### src/rtl/banked_addr_decoder.sv
module banked_addr_decoder #(
  parameter int DATA_W = 8,
  parameter int BANK_W = 3,
  parameter logic [15:0] BANK_REG_ADDR = 16'hFF70
) (
  input  logic              clk,
  input  logic              rst_n,
  input  logic [15:0]       addr,
  input  logic              rd,
  input  logic              wr,
  input  logic [DATA_W-1:0] wdata,
  input  logic [1:0]        video_mode,
  input  logic              clk_reg_en,
  input  logic              ctrl_rd_valid,
  input  logic [DATA_W-1:0] ctrl_rdata,
  input  logic [DATA_W-1:0] clk_rdata,
  input  logic              xram_en,
  input  logic              xram_present,
  input  logic [DATA_W-1:0] tgt_rdata,
  output logic [10:0]       sel,
  output logic [13:0]       local_ofs,
  output logic              tgt_we,
  output logic              ctrl_we,
  output logic [DATA_W-1:0] rdata,
  output logic [BANK_W-1:0] wram_bank
);
  localparam int S_ROM0 = 0, S_ROMX = 1, S_VRAM = 2, S_XRAM = 3, S_CLK = 4,
                 S_WLO = 5, S_WHI = 6, S_OAM = 7, S_IO = 8, S_HRAM = 9, S_IE = 10;
  localparam logic [DATA_W-1:0] OPEN_BUS = '1;
  localparam logic [BANK_W-1:0] BANK_ONE = BANK_W'(1);

  logic [DATA_W-1:0] rd_val;
  logic              bank_hit, oam_free, ram_ok;
  logic              unused_wdata;

  assign bank_hit = (addr == BANK_REG_ADDR);
  assign oam_free = ~video_mode[1];
  assign ram_ok   = xram_en & xram_present;
  assign unused_wdata = ^wdata[DATA_W-1:BANK_W];

  always_ff @(posedge clk or negedge rst_n) begin
    if (!rst_n)
      wram_bank <= BANK_ONE;
    else if (wr && bank_hit)
      wram_bank <= (wdata[BANK_W-1:0] == '0) ? BANK_ONE : wdata[BANK_W-1:0];
  end

  always_comb begin
    sel       = '0;
    local_ofs = '0;
    tgt_we    = 1'b0;
    ctrl_we   = 1'b0;
    rd_val    = OPEN_BUS;
    unique case (addr[15:12])
      4'h0, 4'h1, 4'h2, 4'h3: begin
        sel[S_ROM0] = 1'b1;
        local_ofs   = addr[13:0];
        rd_val      = tgt_rdata;
        ctrl_we     = wr;
      end
      4'h4, 4'h5, 4'h6, 4'h7: begin
        sel[S_ROMX] = 1'b1;
        local_ofs   = addr[13:0];
        rd_val      = tgt_rdata;
        ctrl_we     = wr;
      end
      4'h8, 4'h9: begin
        sel[S_VRAM] = 1'b1;
        local_ofs   = {1'b0, addr[12:0]};
        rd_val      = tgt_rdata;
        tgt_we      = wr;
      end
      4'hA, 4'hB: begin
        local_ofs = {1'b0, addr[12:0]};
        if (clk_reg_en) begin
          sel[S_CLK] = 1'b1;
          rd_val     = clk_rdata;
          tgt_we     = wr;
        end else begin
          sel[S_XRAM] = ram_ok & ~(rd & ctrl_rd_valid);
          if (ctrl_rd_valid)  rd_val = ctrl_rdata;
          else if (ram_ok)    rd_val = tgt_rdata;
          tgt_we  = wr & ram_ok;
          ctrl_we = wr & ~ram_ok;
        end
      end
      4'hC, 4'hE: begin
        sel[S_WLO] = 1'b1;
        local_ofs  = {2'b0, addr[11:0]};
        rd_val     = tgt_rdata;
        tgt_we     = wr;
      end
      4'hD: begin
        sel[S_WHI] = 1'b1;
        local_ofs  = {2'b0, addr[11:0]};
        rd_val     = tgt_rdata;
        tgt_we     = wr;
      end
      default: begin
        if (addr < 16'hFE00) begin
          sel[S_WHI] = 1'b1;
          local_ofs  = {2'b0, addr[11:0]};
          rd_val     = tgt_rdata;
          tgt_we     = wr;
        end else if (addr < 16'hFEA0) begin
          if (oam_free) begin
            sel[S_OAM] = 1'b1;
            local_ofs  = {6'b0, addr[7:0]};
            rd_val     = tgt_rdata;
            tgt_we     = wr;
          end
        end else if (addr < 16'hFF00) begin
          rd_val = OPEN_BUS;
        end else if (bank_hit) begin
          rd_val = {{(DATA_W-BANK_W){1'b1}}, wram_bank};
        end else if (addr < 16'hFF80) begin
          sel[S_IO] = 1'b1;
          local_ofs = {7'b0, addr[6:0]};
          rd_val    = tgt_rdata;
          tgt_we    = wr;
        end else if (addr != 16'hFFFF) begin
          sel[S_HRAM] = 1'b1;
          local_ofs   = {7'b0, addr[6:0]};
          rd_val      = tgt_rdata;
          tgt_we      = wr;
        end else begin
          sel[S_IE] = 1'b1;
          rd_val    = tgt_rdata;
          tgt_we    = wr;
        end
      end
    endcase
  end

  assign rdata = rd ? rd_val : OPEN_BUS;

  a_r1_sel_onehot: assert property (@(posedge clk) disable iff (!rst_n) $onehot0(sel));
  a_r3_bank_nonzero: assert property (@(posedge clk) disable iff (!rst_n) wram_bank != '0);
  a_r3_zero_to_one: assert property (@(posedge clk) disable iff (!rst_n)
    (wr && bank_hit && wdata[BANK_W-1:0] == '0) |=> (wram_bank == BANK_ONE));
  a_r3_bank_hold: assert property (@(posedge clk) disable iff (!rst_n)
    !(wr && bank_hit) |=> $stable(wram_bank));
  a_r5_oam_blocked: assert property (@(posedge clk) disable iff (!rst_n)
    (addr >= 16'hFE00 && addr < 16'hFEA0 && video_mode[1]) |-> (sel == '0 && !tgt_we));
  a_r6_hole_quiet: assert property (@(posedge clk) disable iff (!rst_n)
    (addr >= 16'hFEA0 && addr < 16'hFF00) |-> (sel == '0 && !tgt_we && !ctrl_we));
  a_r9_strobe_excl: assert property (@(posedge clk) disable iff (!rst_n) !(tgt_we && ctrl_we));
  a_r10_rom_write: assert property (@(posedge clk) disable iff (!rst_n)
    (wr && !addr[15]) |-> (ctrl_we && !tgt_we));
endmodule

### config.mk
export PLATFORM = sky130hd
export DESIGN_NAME = banked_addr_decoder
export DESIGN_NICKNAME = d
export VERILOG_FILES = /design/src/rtl/banked_addr_decoder.sv
export SDC_FILE = /design/constraint.sdc
export NUM_CORES = 1
export LEC_CHECK = 0
export BUFFER_PORTS_ARGS = -buffer_cell sky130_fd_sc_hd__buf_2
export CAP_MARGIN = 20
export CORE_ASPECT_RATIO = 1.25
export CORE_MARGIN = 2
export CORE_UTILIZATION = 34
export CTS_BUF_LIST = sky130_fd_sc_hd__clkbuf_16
export DETAILED_ROUTE_END_ITERATION = 8
export PLACE_DENSITY = 0.86
export SLEW_MARGIN = 15
export SYNTH_ARGS = -nofsm -noshare
export SYNTH_HDL_FRONTEND = slang
export SYNTH_SLANG_ARGS = --single-unit
export TNS_END_PERCENT = 20
### constraint.sdc
create_clock -name clk -period 2.4 [get_ports clk]
set_input_delay 0.48 -clock clk [delete_from_list [all_inputs] [get_ports clk]]
set_output_delay 0.48 -clock clk [all_outputs]
set_load 0.05 [all_outputs]
Word level (Yosys, flattened, before mapping)
Index checks and enable logic that the tools add are counted.

Add/sub/neg operators: 0. $mul: 0. Div/mod/pow operators: 0. $lt $le $gt $ge: 4. Equality and inequality tests: 16. Shift-type cells: 0. Muxes and demuxes: 48. Bitwise gates (word level): 7. Reductions and logical operators: 15.

Operator list (count): $mux 8 (10); $lt 16x16->1 const B (4); $pmux 14 s3 (1); $eq 4x4->1 const B (7); $mux 14 (2); $mux 7 (4); $mux 1 (19); $eq 16x16->1 const B (1); $eq 4x3->1 const B (4); $ne 16x16->1 const B (1); $pmux 8 s2 (1); $reduce_or 15->1 (1); $reduce_or 14->1 (1); $reduce_or 13->1 (1); $mux 3 (4); $reduce_or 4->1 (3); $eq 4x2->1 const B (2); $mux 4 (2); $reduce_or 8->1 (1); $reduce_or 2->1 (3); $and 1x1->1 (5); $reduce_or 5->1 (1); $eq 4x1->1 const B (1); $logic_not 4->1 (1); other kinds (7) (10).

Register bits after elaboration: 3. Bits in latches: 0. Bits in writable memories: 0. ROM bits: 0. Bits of input ports: 58. Word-level logic and storage cells: 91. Memories: 0.

Logic depth before layout (Yosys ltp)
Depth in word-level cells: 8. Depth in mapped cells: 6.

Worst setup path after synthesis
No wires, ideal clock.

Path kind: input to output. Start point: input addr[15]. End point: output sel[3]. Arrival time: 3349 ps. Data required time: 1920 ps. Path slack: -1429 ps. Stages on the path: 3. Buffers on the path: 1. Path through: clkbuf_1 -> nand3b_1 -> a2111oi_0.

Cells in the longest elaborated chain, start to end: 3.

RTL lines: start, declared (line 8) `input logic [15:0] addr,`; $eq 4x4->1 (line 54) `unique case (addr[15:12])`; $reduce_or 2->1 * (line 54); $mux 2 * (line 54); end, declared (line 20) `output logic [10:0] sel,`.

Mark *: on every way between the ends. The rest lies on a longest branch, timed or not.

Worst setup path after layout
Start point: input addr[3]. End point: output rdata[2].

Cells in the longest elaborated chain, start to end: 7.

RTL lines: parallel branches: the longest is 4 deep, another holds $lt 16x16->1; $mux 8 * (line 100) `if (addr < 16'hFE00) begin`; $pmux 8 s2 * (line 54); $mux 8 * (line 135) `assign rdata = rd ? rd_val : OPEN_BUS;`; end, declared (line 24) `output logic [DATA_W-1:0] rdata,`.

Every way passes the cells marked *.

==> qor.txt <==
Violated checks - negative setup slack
Top flop regs - wram_bank: 3 flops
Bufs on Longest Clock Path - 2
# hold bufs at CTS - 0
Placeable Area - 2380 µm²
Wire length of the first global-routing pass - 5720 µm
Worst min-delay path class - in -> async
Number of buffers inserted during clock tree synthesis - 3
Post-synth net total - 184
Seq cells post-synth - 3
Maximum vdd drop - 0.463 mV
Proportion of synthesized flip-flops having asynchronous set or reset - 100%
Per-instance average area after synthesis - 6.61 µm²
Area of combinational cells with multiple inputs - 843 µm²
Main synth FF type - sky130_fd_sc_hd__dfrtp_1
Pwr Density - 374 nW/µm²
Die extent in y - 59.4 µm
Synth warnings - 0
Routability-driven placement congestion ratio - 0.828
Top-Level Pins - 96
Final #Nets - 284
Final ANT Viol Nets - 0
TNS Setup - -1620 ps
Top achievable clock speed - 383 MHz
Required time reported for the critical path endpoint - 1920 ps
Crit end category - output port
Number of antenna violations at the first check in global routing - 0
Clk sinks - 3
Clk slew on worst S/H paths - 30 ps
Number of violations reported at the end of detailed-routing iteration 0 - 42
Routed length per instance - 15.1 µm
Post-layout instance area - 1710 µm²
Slew at the pin closest to its max-slew limit - 352 ps
# diodes - 0
Final setup violating endpoints - 16
Leading cell type in the layout, fill and taps excluded - sky130_fd_sc_hd__buf_2
Share of the cycle needed by the critical path after routing - 109%
Startpoint kind of the worst setup timing path - primary input
Number of standard cells in the layout, taps in and fillers out - 258
Slew headroom - 76.3%
Global router's overall resource usage - 27.3%
Worst path setup slack after routing - -214 ps
Share of final-layout standard cells stronger than drive strength 1 - 60.0%
Register name with the most flops - wram_bank
Setup repair after global routing missed its margin - yes
Router iterations before antenna repair - 4
FF-to-FF path depth - 1
Initial Utilization - 35.1%
Number of fill cells in the layout - 183
Register-to-register setup slack - 1600 ps
Overall power consumption - 0.000637 W
Register area share after synthesis - 9.16%
CP arrival - 2130 ps
Row cnt - 20
Max-cap violations - 0
Area after DPL - 1480 µm²
Instance count of the mapped netlist - 126
Number of enable flip-flop cells after synthesis - 0
Layout overhead on the synthesized area - 105%
Hold Fails Final Rpt - 0
Cell area after synthesis - 833 µm²
Maximum number of pins on one net before global-route repair - 17
Pins Over Slew Limit - 0
Instance count after placement with tap cells included - 252
Yosys cell types - 38
Post-detailed-placement half-perimeter wirelength - 2820 µm
Via density per instance - 5.59
Crit Path Class - in -> out
Number of vias after detailed routing - 1441
Count of input and output buffers - 89
Final wirelength - 3900 µm
Sequential cell area in the final layout - 76.3 µm²
Outcome - finished, violations left
Number of H-tree levels - 1
Biggest fanout along the worst timing path - 3
Area of the die - 2870 µm²
Setup clock skew after layout - 0 ps
Number of flip-flops under the largest register name - 3
Fin crit period - 2610 ps
Number of design rule violations left after detail routing - 0
Clock network latency to the later pin of the worst-skew pair - 230 ps
Top library cells by usage in the layout, fill and taps aside - 70 x sky130_fd_sc_hd__buf_2, 18 x sky130_fd_sc_hd__buf_4, 14 x sky130_fd_sc_hd__nor2_1, 14 x sky130_fd_sc_hd__buf_6, 10 x sky130_fd_sc_hd__nor2b_1
Clock tree from TritonCTS - built
Leakage - 0.820 nW
Worst flop-to-flop path endpoint - wram_bank[2]
Number of global-route vias before repair - 1360
Cell at the root of the clock tree - sky130_fd_sc_hd__clkbuf_16
GR Overflow Total - 0
Width of the die - 48.3 µm
Reg2reg start - wram_bank[2]
-- per-layer routing --
layer / global-route usage (%) / wire length (µm) / up-vias
li1: - / - / 681
met5: 0 / 0 / -
met2: 47.9 / 2130 / 71
met4: 13.5 / 189 / 0
met3: 1.83 / 192 / 18
met1: 31.4 / 1390 / 671
-- where the power goes --
| group | switching, W | leakage (nW) | internal, W |
|---|---|---|---|
| Clock | 0.0000529 | 0.0423 | 0.000215 |
| Sequential | 0.0000000206 | 0.0383 | 0.0000510 |
| Combinational | 0.000199 | 0.740 | 0.000119 |
-- area by class of cell --
cell class              count  area share (%)
multi-input cells         113            49.4
repair buffers            103            38.6
flip-flops and latches      3            4.48
clock buffers               3            4.40
well taps                  33            2.42
inverters                   2           0.440
clock inverters             1           0.220
-- what timing repair did --
action / CTS / global route
pin swaps: 7 / 7
setup endpoints to repair: 16 / 17
setup buffers: 1 / 2
hold endpoints to repair: 0 / 0
gates resized for setup: 33 / 11
-- cell usage after synthesis (all sizes together), types with 2 or more instances --
cell type | count | share of area (%)
inv | 2 | 0.90
nand3b | 2 | 1.8
and3 | 2 | 1.5
or4 | 2 | 2.7
and4 | 2 | 2.1
a311oi | 2 | 2.1
nor3 | 4 | 2.4
and2 | 4 | 3.0
nor2 | 16 | 7.2
nor3b | 8 | 7.2
nand2 | 7 | 3.2
a21oi | 5 | 3.0
o2111ai | 3 | 3.2
o22ai | 5 | 3.8
nand3 | 9 | 5.4
mux2 | 3 | 4.1
o21ai | 7 | 4.2
a211oi | 2 | 1.8
nand4 | 2 | 1.5
buf | 4 | 2.6
clkbuf | 4 | 1.8
nor2b | 10 | 7.5
dfrtp | 2 | 6.0
o22a | 4 | 4.2
o211ai | 5 | 4.5
-- worst max-delay path: stages --
cell                        delay [ps]
sky130_fd_sc_hd__buf_6              90
sky130_fd_sc_hd__or4_4             550
sky130_fd_sc_hd__or4_4             520
sky130_fd_sc_hd__o21ai_2           170
sky130_fd_sc_hd__o2111ai_2         130
sky130_fd_sc_hd__buf_6             190
-- worst max path at each step --
| stage | from | endpoint | slack (ps) |
|---|---|---|---|
| 2_1_floorplan | addr[14] | rdata[3] | -170 |
| 3_3_place_gp | addr[0] | local_ofs[0] | -250 |
| 3_5_place_dp | addr[0] | local_ofs[4] | -280 |
| 4_1_cts | addr[3] | local_ofs[5] | -230 |
| 5_1_grt | addr[3] | rdata[2] | -230 |
| 6_report | addr[3] | rdata[2] | -210 |
-- metrics by stage --
stage | util (%) | setup slack, ps | hold slack, ps
3_5_place_dp | 62.1 | -281 | 278
3_3_place_gp | 62.1 | -253 | 277
2_1_floorplan | - | -171 | 184
6_report | 71.7 | -214 | 40.1
5_1_grt | 71.7 | -232 | 39.6
4_1_cts | 69.5 | -229 | 39.2
-- cells by family after synthesis --
logic type | count (synthesis) | synth area share (%)
simple gates | 72 | 49.4
compound gates | 38 | 32.1
mux | 3 | 4.05
buf+inv | 10 | 5.26
flops | 3 | 9.16
No activity file was read; power rests on OpenSTA's default activity.
